### src/rtl/atomic_resv_pkg.sv
package atomic_resv_pkg;

    typedef enum logic [2:0] {
        OP_LOAD  = 3'd0,
        OP_STORE = 3'd1,
        OP_LDRES = 3'd2,
        OP_STCND = 3'd3,
        OP_SWAP  = 3'd4
    } op_e;

    typedef enum logic [1:0] {
        CODE_OK       = 2'd0,
        CODE_SC_FAIL  = 2'd1,
        CODE_MISALIGN = 2'd2
    } code_e;

    typedef enum logic {
        ST_IDLE = 1'b0,
        ST_EXEC = 1'b1
    } state_e;

endpackage

### src/rtl/resv_arbiter.sv
module resv_arbiter #(
    parameter int NH = 4
) (
    input  logic [NH-1:0] req,
    output logic [NH-1:0] grant
);
    logic [NH:0] below;

    assign below[0] = 1'b0;

    for (genvar g = 0; g < NH; g++) begin : g_prio
        assign grant[g]   = req[g] & ~below[g];
        assign below[g+1] = below[g] | req[g];
    end
endmodule

### src/rtl/resv_table.sv
module resv_table #(
    parameter int NH  = 4,
    parameter int HW  = 2,
    parameter int WAW = 4
) (
    input  logic           clk,
    input  logic           rst_n,
    input  logic           set_en,
    input  logic [HW-1:0]  set_hart,
    input  logic [WAW-1:0] set_addr,
    input  logic           clr_en,
    input  logic [HW-1:0]  clr_hart,
    input  logic           kill_en,
    input  logic [WAW-1:0] kill_addr,
    input  logic [HW-1:0]  chk_hart,
    input  logic [WAW-1:0] chk_addr,
    output logic           chk_hit
);
    logic [NH-1:0]           held;
    logic [NH-1:0][WAW-1:0]  where;

    for (genvar g = 0; g < NH; g++) begin : g_entry
        always_ff @(posedge clk or negedge rst_n) begin
            if (!rst_n) begin
                held[g]  <= 1'b0;
                where[g] <= '0;
            end else if (set_en && set_hart == HW'(g)) begin
                held[g]  <= 1'b1;
                where[g] <= set_addr;
            end else if ((clr_en && clr_hart == HW'(g)) ||
                         (kill_en && held[g] && where[g] == kill_addr)) begin
                held[g]  <= 1'b0;
            end
        end
    end

    assign chk_hit = held[chk_hart] && (where[chk_hart] == chk_addr);
endmodule

### src/rtl/resv_word_mem.sv
module resv_word_mem #(
    parameter int DW  = 32,
    parameter int WAW = 4
) (
    input  logic           clk,
    input  logic           rst_n,
    input  logic [WAW-1:0] rd_addr,
    output logic [DW-1:0]  rd_data,
    input  logic           wr_en,
    input  logic [WAW-1:0] wr_addr,
    input  logic [DW-1:0]  wr_data
);
    localparam int WORDS = 1 << WAW;

    logic [DW-1:0] cells [WORDS];

    always_ff @(posedge clk or negedge rst_n) begin
        if (!rst_n) begin
            for (int i = 0; i < WORDS; i++) cells[i] <= '0;
        end else if (wr_en) begin
            cells[wr_addr] <= wr_data;
        end
    end

    assign rd_data = cells[rd_addr];
endmodule

### src/rtl/atomic_resv_unit.sv
module atomic_resv_unit
    import atomic_resv_pkg::*;
#(
    parameter int NH = 4,
    parameter int AW = 6,
    parameter int DW = 32,
    parameter int HW = (NH > 1) ? $clog2(NH) : 1
) (
    input  logic                   clk,
    input  logic                   rst_n,
    input  logic [NH-1:0]          req_valid,
    input  logic [NH-1:0][2:0]     req_op,
    input  logic [NH-1:0]          req_aq,
    input  logic [NH-1:0]          req_rl,
    input  logic [NH-1:0][AW-1:0]  req_addr,
    input  logic [NH-1:0][DW-1:0]  req_wdata,
    output logic [NH-1:0]          req_accept,
    output logic [NH-1:0]          req_stall,
    output logic                   resp_valid,
    output logic [HW-1:0]          resp_hart,
    output logic [DW-1:0]          resp_rdata,
    output logic [1:0]             resp_code,
    output logic                   mem_we,
    output logic [AW-1:0]          mem_addr,
    output logic [DW-1:0]          mem_wdata
);
    localparam int WAW = AW - 2;

    state_e         state, state_nx;
    logic [NH-1:0]  grant;
    logic [HW-1:0]  sel_idx;
    logic           take;

    logic [HW-1:0]  lat_hart;
    op_e            lat_op;
    logic [AW-1:0]  lat_addr;
    logic [DW-1:0]  lat_wdata;

    logic [WAW-1:0] word_idx;
    logic           aligned;
    logic [DW-1:0]  rd_word;
    logic           own_hit;

    logic           wr_en, set_en, clr_en;

    resv_arbiter #(.NH(NH)) u_arb (
        .req   (req_valid),
        .grant (grant)
    );

    assign take       = (state == ST_IDLE) && (|grant);
    assign req_accept = (state == ST_IDLE) ? grant : '0;
    assign req_stall  = req_valid & ~req_accept;

    always_comb begin
        sel_idx = '0;
        for (int i = 0; i < NH; i++) begin
            if (grant[i]) sel_idx = HW'(i);
        end
    end

    always_ff @(posedge clk or negedge rst_n) begin
        if (!rst_n) state <= ST_IDLE;
        else        state <= state_nx;
    end

    always_comb begin
        state_nx = state;
        unique case (state)
            ST_IDLE: if (take) state_nx = ST_EXEC;
            ST_EXEC: state_nx = ST_IDLE;
            default: state_nx = ST_IDLE;
        endcase
    end

    always_ff @(posedge clk or negedge rst_n) begin
        if (!rst_n) begin
            lat_hart  <= '0;
            lat_op    <= OP_LOAD;
            lat_addr  <= '0;
            lat_wdata <= '0;
        end else if (take) begin
            lat_hart  <= sel_idx;
            lat_op    <= op_e'(req_op[sel_idx]);
            lat_addr  <= req_addr[sel_idx];
            lat_wdata <= req_wdata[sel_idx];
        end
    end

    assign word_idx = lat_addr[AW-1:2];
    assign aligned  = (lat_addr[1:0] == 2'b00);

    resv_word_mem #(.DW(DW), .WAW(WAW)) u_mem (
        .clk     (clk),
        .rst_n   (rst_n),
        .rd_addr (word_idx),
        .rd_data (rd_word),
        .wr_en   (wr_en),
        .wr_addr (word_idx),
        .wr_data (lat_wdata)
    );

    resv_table #(.NH(NH), .HW(HW), .WAW(WAW)) u_tab (
        .clk       (clk),
        .rst_n     (rst_n),
        .set_en    (set_en),
        .set_hart  (lat_hart),
        .set_addr  (word_idx),
        .clr_en    (clr_en),
        .clr_hart  (lat_hart),
        .kill_en   (wr_en),
        .kill_addr (word_idx),
        .chk_hart  (lat_hart),
        .chk_addr  (word_idx),
        .chk_hit   (own_hit)
    );

    always_comb begin
        resp_valid = 1'b0;
        resp_hart  = '0;
        resp_rdata = '0;
        resp_code  = CODE_OK;
        wr_en      = 1'b0;
        set_en     = 1'b0;
        clr_en     = 1'b0;
        unique case (state)
            ST_IDLE: begin
                resp_valid = 1'b0;
            end
            ST_EXEC: begin
                resp_valid = 1'b1;
                resp_hart  = lat_hart;
                case (lat_op)
                    OP_STORE: wr_en = 1'b1;
                    OP_LDRES: begin
                        if (!aligned) begin
                            resp_code = CODE_MISALIGN;
                        end else begin
                            resp_rdata = rd_word;
                            set_en     = 1'b1;
                        end
                    end
                    OP_STCND: begin
                        if (!aligned) begin
                            resp_code = CODE_MISALIGN;
                        end else begin
                            clr_en = 1'b1;
                            if (own_hit) begin
                                wr_en = 1'b1;
                            end else begin
                                resp_rdata = DW'(1);
                                resp_code  = CODE_SC_FAIL;
                            end
                        end
                    end
                    OP_SWAP: begin
                        if (!aligned) begin
                            resp_code = CODE_MISALIGN;
                        end else begin
                            resp_rdata = rd_word;
                            wr_en      = 1'b1;
                        end
                    end
                    default: resp_rdata = rd_word;
                endcase
            end
            default: resp_valid = 1'b0;
        endcase
    end

    assign mem_we    = wr_en;
    assign mem_addr  = wr_en ? {word_idx, 2'b00} : '0;
    assign mem_wdata = wr_en ? lat_wdata : '0;
endmodule

### config.mk
export PLATFORM = sky130hd
export DESIGN_NAME = atomic_resv_unit
export DESIGN_NICKNAME = d
export VERILOG_FILES = /design/src/rtl/atomic_resv_pkg.sv /design/src/rtl/resv_arbiter.sv /design/src/rtl/resv_table.sv /design/src/rtl/resv_word_mem.sv /design/src/rtl/atomic_resv_unit.sv
export SDC_FILE = /design/constraint.sdc
export NUM_CORES = 1
export LEC_CHECK = 0
export ABC_AREA = 1
export CORE_ASPECT_RATIO = 0.5
export CORE_MARGIN = 4
export CORE_UTILIZATION = 30
export DETAILED_ROUTE_END_ITERATION = 12
export HOLD_SLACK_MARGIN = 0.15
export PLACE_DENSITY = 0.53
export SLEW_MARGIN = 30
export SYNTH_ARGS = -nofsm -noshare
export SYNTH_HDL_FRONTEND = slang
export SYNTH_HIERARCHICAL = 1
export SYNTH_SLANG_ARGS = --single-unit
### constraint.sdc
create_clock -name clk -period 3 [get_ports clk]
set_input_delay 0.6 -clock clk [delete_from_list [all_inputs] [get_ports clk]]
set_output_delay 0.6 -clock clk [all_outputs]
set_load 0.05 [all_outputs]
==> Word level (Yosys, flattened, before mapping) <==
Cells that the tools add are included.
{ "totals": {"register_bits": 576, "inputBits": 178, "output_inout_bits": 84, "word_cells": 141} }
{ "classes": {"order_cmp": 4, "eq_ne": 12, "mux": 53, "bitwise": 12, "reduce_logical": 31} }
{ "ops": {"columns": ["cell", "count"], "rows": [
  ["$bwmux W512", 1],
  ["$mux W32", 7],
  ["$bmux W32 S4", 1],
  ["$demux W32 S4", 1],
  ["$pmux W32 S3", 1],
  ["$bmux W32 S2", 1],
  ["$mux W1", 22],
  ["$eq A4 B4 Y1", 5],
  ["$logic_and A1 B1 Y1", 19],
  ["$bmux W6 S2", 1],
  ["$mux W2", 6],
  ["$mux W6", 2],
  ["$bmux W4 S2", 1],
  ["$mux W4", 2],
  ["$reduce_bool A2 Y1", 4],
  ["$bmux W3 S2", 1],
  ["$eq A3 B2 Y1 const B", 2],
  ["$lt A2 B3 Y1 const B", 2],
  ["$ge A5 B5 Y1 const B", 1],
  ["$lt A5 B1 Y1 const B", 1],
  ["$not A4 Y5", 1],
  ["$and A4 B4 Y4", 1],
  ["$eq A2 B2 Y1 const B", 2],
  ["$logic_not A2 Y1", 2],
  ["other kinds (15)", 25]
]} }

==> Longest topological paths before layout <==
{ "logic_depth": {"ltp_word": 13, "depth_mapped": 19, "depth_no_buf": 16} }

==> By module <==
The synthesis kept the hierarchy.
{ "by_module_without_submodules": {"columns": ["module", "n_inst", "cells_per_inst", "area_each_um2", "seq_area_each_um2"], "rows": [
  ["resv_word_mem", 1, 3275, 24543.5, 12812.3],
  ["atomic_resv_unit", 1, 677, 3932.5, 1101.1],
  ["resv_table", 1, 183, 1217.4, 500.5],
  ["resv_arbiter", 1, 9, 37.5, 0.0]
]} }

==> Least setup slack after synthesis <==
Ideal clock, no wire load.
{ "synth_path": {"path_type": "flip-flop to flip-flop", "from": "reg lat_hart[0]", "to": "reg u_mem/cells[212] in the netlist's numbering", "setup_time_ns": 0.133, "t_arrival_ns": 2.944, "t_required_ns": 2.867, "path_slack_ns": -0.077, "path_stages_with_launch": 20, "n_path_buf": 4, "period_less_slack_ns": 3.077, "cell_sequence": "dfrtp_1 > buf_6 > nand2_1 > nand3_1 > nand2_1 > nand2_1 > nand2_1 > inv_1 > nand3_1 > nor2_1 > nand2_4 > buf_4 > nand2_1 > buf_4 > nand2_1 > nor2_1 > nand2_2 > buf_2 > nand2_1 > o21ai_0"} }
{ "synth_via": {"elab_chain_cells": 8, "elab_cells_between_ends": 10, "cone_classes": "1 x eq/ne; 8 x mux; 1 x reduce/logical"} }
{ "synth_rtl": {"columns": ["item", "line_no", "text"], "rows": [
  ["start: declaration", "atomic_resv_unit.sv:34", "logic [HW-1:0] lat_hart;"],
  ["start signal: assignment", "atomic_resv_unit.sv:83", "lat_hart <= sel_idx;"],
  ["$bmux W4 S2", "resv_table.sv:37", "assign chk_hit = held[chk_hart] && (where[chk_hart] == chk_addr);"],
  ["$mux W4 (not written as such)", "resv_table.sv:37", null],
  ["$eq A4 B4 Y1", "resv_table.sv:37", null],
  ["$logic_and A1 B1 Y1 *", "resv_table.sv:37", null],
  ["net own_hit", "atomic_resv_unit.sv:42", "logic own_hit;"],
  ["$mux W1 *", "atomic_resv_unit.sv:148", "if (own_hit) begin"],
  ["$mux W1 *", "atomic_resv_unit.sv:144", "if (!aligned) begin"],
  ["$pmux W1 S3 *", "atomic_resv_unit.sv:133", "case (lat_op)"],
  ["$mux W1 *", "atomic_resv_unit.sv:126", "unique case (state)"],
  ["net mem_we", "atomic_resv_unit.sv:23", "output logic mem_we,"],
  ["end signal: indexed assignment", "resv_word_mem.sv:21", "cells[wr_addr] <= wr_data;"],
  ["end: declaration", "resv_word_mem.sv:15", "logic [DW-1:0] cells [WORDS];"]
]} }
Mark *: on every way through the listed nets, which the timed path passes. The rest lies on a longest branch. The select of a mux whose other input is x is not followed.
A chain may end at the register's enable or synchronous reset.

==> Worst setup path in the final report <==
{ "layout_path": {"from": "reg lat_hart[0]", "to": "out mem_wdata[8]"} }
{ "layout_via": {"elab_chain_cells": 9, "elab_cells_between_ends": 11, "cone_classes": "1 x eq/ne; 9 x mux; 1 x reduce/logical"} }
{ "layout_rtl": {"columns": ["item", "line_no", "text"], "rows": [
  ["$bmux W4 S2", "resv_table.sv:37", null],
  ["$mux W4 (not written as such)", "resv_table.sv:37", null],
  ["$eq A4 B4 Y1", "resv_table.sv:37", null],
  ["$logic_and A1 B1 Y1 *", "resv_table.sv:37", null],
  ["net own_hit", "atomic_resv_unit.sv:42", null],
  ["$mux W1 *", "atomic_resv_unit.sv:148", null],
  ["$mux W1 *", "atomic_resv_unit.sv:144", null],
  ["$pmux W1 S3 *", "atomic_resv_unit.sv:133", null],
  ["$mux W1 *", "atomic_resv_unit.sv:126", null],
  ["$mux W32 *", "atomic_resv_unit.sv:173", "assign mem_wdata = wr_en ? lat_wdata : '0;"],
  ["end: declaration", "atomic_resv_unit.sv:25", "output logic [DW-1:0] mem_wdata"]
]} }
Marked as above.

==> flow_summary_export.csv <==
group,metric,value,unit
routing,dr.pass1.iters,5,
critical_path,crit_required,2.40,ns
die,initial_core_util,30.3,%
job,drv_cap,0,
critical_path,reg2reg_depth,16,
synth,syn_inst,4144,
critical_path,arrival,2.60,ns
critical_path,cp_top_family,"buffers and inverters",
routing,wire_per_inst,18.6,um
synth,ys_seq_area_share,48.5,%
die,fp.dieH,231,um
critical_path,r2r-end,"u_mem/cells[87]",
critical_path,timing.rr.start,"lat_hart[0]",
clock_network,cts_made_buffers,59,
timing,setup_viol,68,
timing,relSlewSlack,43.2,%
cells_and_area,syn_to_final_growth,32.4,%
critical_path,r2r_slack,0.19,ns
status,violations,"negative setup slack",
status,outcome,"finished with violations",
cells_and_area,multiInputGateArea,12800,um^2
routing,drt-total-wl,107000,um
grt,antenna_found_initial,1,
timing,hold_ws,0.481,ns
critical_path,path_buf_inv,4,
pwr,p_leak,18.3,nW
clock_network,clk_path_buf_depth,3,
die,chipWidth,453,um
timing,fmax,313,MHz
pwr,p_int,0.0202,W
timing,worstMarginPinSlew,0.850,ns
routing,first_iter_violations,2544,
die,die-area,105000,um^2
synth,ys_warn_count,6,
grt,grt_usage,19.9,%
cells_and_area,regArea,14400,um^2
timing,finalCriticalPeriod,3.20,ns
timing,skew,0.0251,ns
pwr,p_seq_share,36.2,%
grt,grt_pass1_wl,163000,um
placed_design,pre_cts_ws,-0.00442,ns
synth,ys_types,38,
critical_path,crit_end,"mem_wdata[8]",
synth,ys_seq_elements,576,
critical_path,crit_path_start,"lat_hart[0]",
cells_and_area,nets,4561,
grt,grt_max_degree,92,
critical_path,slowest_delay,0.44,ns
die,core_area,98000,um^2
critical_path,crit_fanout,8,
routing,vias,27843,
critical_path,crit_chain,"buf_4 -> nand2_1 -> nand3_1 -> nand2_1 -> nand2_1 -> o211ai_1 -> nor2_4 -> nand2_4 -> buf_12 -> buf_12 -> a21boi_4 -> buf_12",
grt,grt_pass1_vias,26786,
synth,avgSynthCellArea,7.17,um^2
cells_and_area,most-common-layout-cells,"nand2_1 (1304), o21ai_0 (580), dfrtp_1 (571)",
synth,async_reset_ff_share,100,%
pwr,ir_worst_vdd,497,uV
critical_path,cpMaxStageDelayCell,"dfrtp_2",
routing,drc,0,
synth,syn-cell-area,29700,um^2
hold_path,hp-class,"primary input to asynchronous set/reset pin",
critical_path,crit_cells,12,
pwr,swShare,38.0,%
die,rows,81,
die,pin_count,262,
cells_and_area,layout_commonest_cell,"nand2_1",
pwr,clock_power_share,24.9,%
clock_network,clock-sinks,576,
cells_and_area,nFillCells,9914,
routing,antenna_left,0,
routing,vias_per_cell,4.83,
timing,finalCritPeriodShare,107,%
cells_and_area,drive_gt1_share,13.0,%
critical_path,cp-start-kind,"register",
pwr,powerDensity,827,nW/um^2
pwr,power,0.0326,W
pwr,p_comb_share,38.8,%
clock_network,cts_max_level,2,
timing,setup_slack,-0.196,ns
synth,ys.flop_type,"dfrtp_1",
placed_design,gp_congestion,0.887,
clock_network,insertion_delay,0.65,ns
placed_design,dp_hpwl,66100,um
timing,drv_slew,0,
critical_path,end_kind,"output pin",
clock_network,path_clk_slew,0.06,ns
clock_network,root_buffer,"clkbuf_16",
grt,grt_overflow,0,
clock_network,cts_tree,"yes",
pwr,switching_power,0.0124,W
synth,synth-edff-count,0,
timing,hold_violations,0,
critical_path,critical_path_class,"register to output pin",
placed_design,port_buffers,251,
timing,rsz0062_at_grt,"yes",
==> logic make-up after synthesis <==
logic type	Yosys count	synth area share, %
AOI/OAI and AO/OA	723	12.8
xor gates and xnor gates	2	0.0589
buffers and inverters	844	11.3
DFF	576	48.5
other	1	0.0126
and+or+nand+nor	1998	27.4
==> routing by layer <==
metal  wire, um  share of wire, %  GRT usage [%]
met5          0                 0              0
met4       2100               2.0           4.51
met3       6330               5.9           2.88
met2      47600                44           31.4
met1      51000                48           29.0
==> layout make-up <==
type                    count  area share, %
diodes                      1        0.00636
clock buffers              85           4.49
clock inverters            23          0.903
inverters                 562           5.47
multi-input cells        2725           32.4
flip-flops and latches    576           36.7
well taps                1328           4.22
repair buffers            457           15.7
repair inverters            2          0.118
==> worst reg2reg max path, stage by stage (launching register included) <==
cell and delay (ns):
dfrtp_2 0.44, buf_4 0.18, nand2_1 0.05, nand3_1 0.10, nand2_1 0.07, nand2_1 0.05, o211ai_1 0.14, nor2_4 0.19
nand2_4 0.10, buf_12 0.16, nand2_2 0.18, nand2_1 0.10, nor2_2 0.21, nand2_2 0.30, buf_12 0.27, nand2_1 0.06
o21ai_0 0.09
==> what timing repair did <==
action,in CTS,in global routing
setup endpoints to repair,74,181
buffers inserted,14,8
gates resized for setup,116,176
cloned,10,12
pin swaps,11,35
hold buffers,1,0
hold endpoints to repair,31,0
==> per-stage QoR <==
step	util, %	TNS [ns]	cells	instance area (um^2)
6_report	40.2	-9.62	5759	39400
5_1_grt	40.2	-17.46	5758	39400
4_1_cts	39.3	-13.03	5738	38500
3_5_place_dp	36.1	-0.00442	5605	35400
3_3_place_gp	36.1	0	5605	35400
2_1_floorplan	-	-0.294	4145	29700
==> cell usage after synthesis, types with 2 or more instances <==
cell type     n  area [um^2]
nand2_1    1329         4990
a21boi_2     18          203
nor2_2        4         25.0
inv_2        11         41.3
or2_2         6         37.5
o21ai_0     620         3100
clkbuf_1    159          597
a21boi_0      7         52.6
buf_4         8         60.1
o21bai_1      3         22.5
inv_1       551         2070
a21boi_1     11         82.6
nor2_1      224          841
dfrtp_1     576        14400
buf_6         6         67.6
clkbuf_2      3         15.0
buf_1        17         63.8
o22ai_1       3         18.8
xnor2_1       2         17.5
buf_2        89          445
nand2_2       5         31.3
a21oi_1       5         25.0
nand3_2       4         40.0
nor3_1        2         10.0
nand3_1     415         2080
nor3_4        2         32.5
o21ai_1      53          265
==> flip-flops by register name, indices dropped and copies added, names as in the netlist <==
signal       cells
u_tab/where     16
u_tab/held       4
lat_addr         6
state            1
lat_op           3
lat_wdata       32
u_mem/cells    512
lat_hart         2
==> power by group through the flow <==
stage	clock [W]	sequential (W)	combinational [W]
floorplan	0	0.0116	0.00707
global placement	0	0.0118	0.0111
detailed placement	0	0.0119	0.0112
CTS	0.00828	0.0118	0.0119
global route	0.00861	0.0121	0.0141
finish	0.00812	0.0118	0.0126
==> how the worst min path moves through the flow <==
stage                     start                to  cells past startpoint
2_1_floorplan             rst_n       lat_addr[0]                      0
3_3_place_gp   u_mem/cells[492]  u_mem/cells[492]                      2
3_5_place_dp   u_mem/cells[207]  u_mem/cells[207]                      2
4_1_cts                   rst_n      lat_wdata[1]                      2
5_1_grt        u_mem/cells[449]  u_mem/cells[449]                      2
6_report                  rst_n      lat_wdata[1]                      2
No activity file was read; power rests on OpenSTA's default activity.
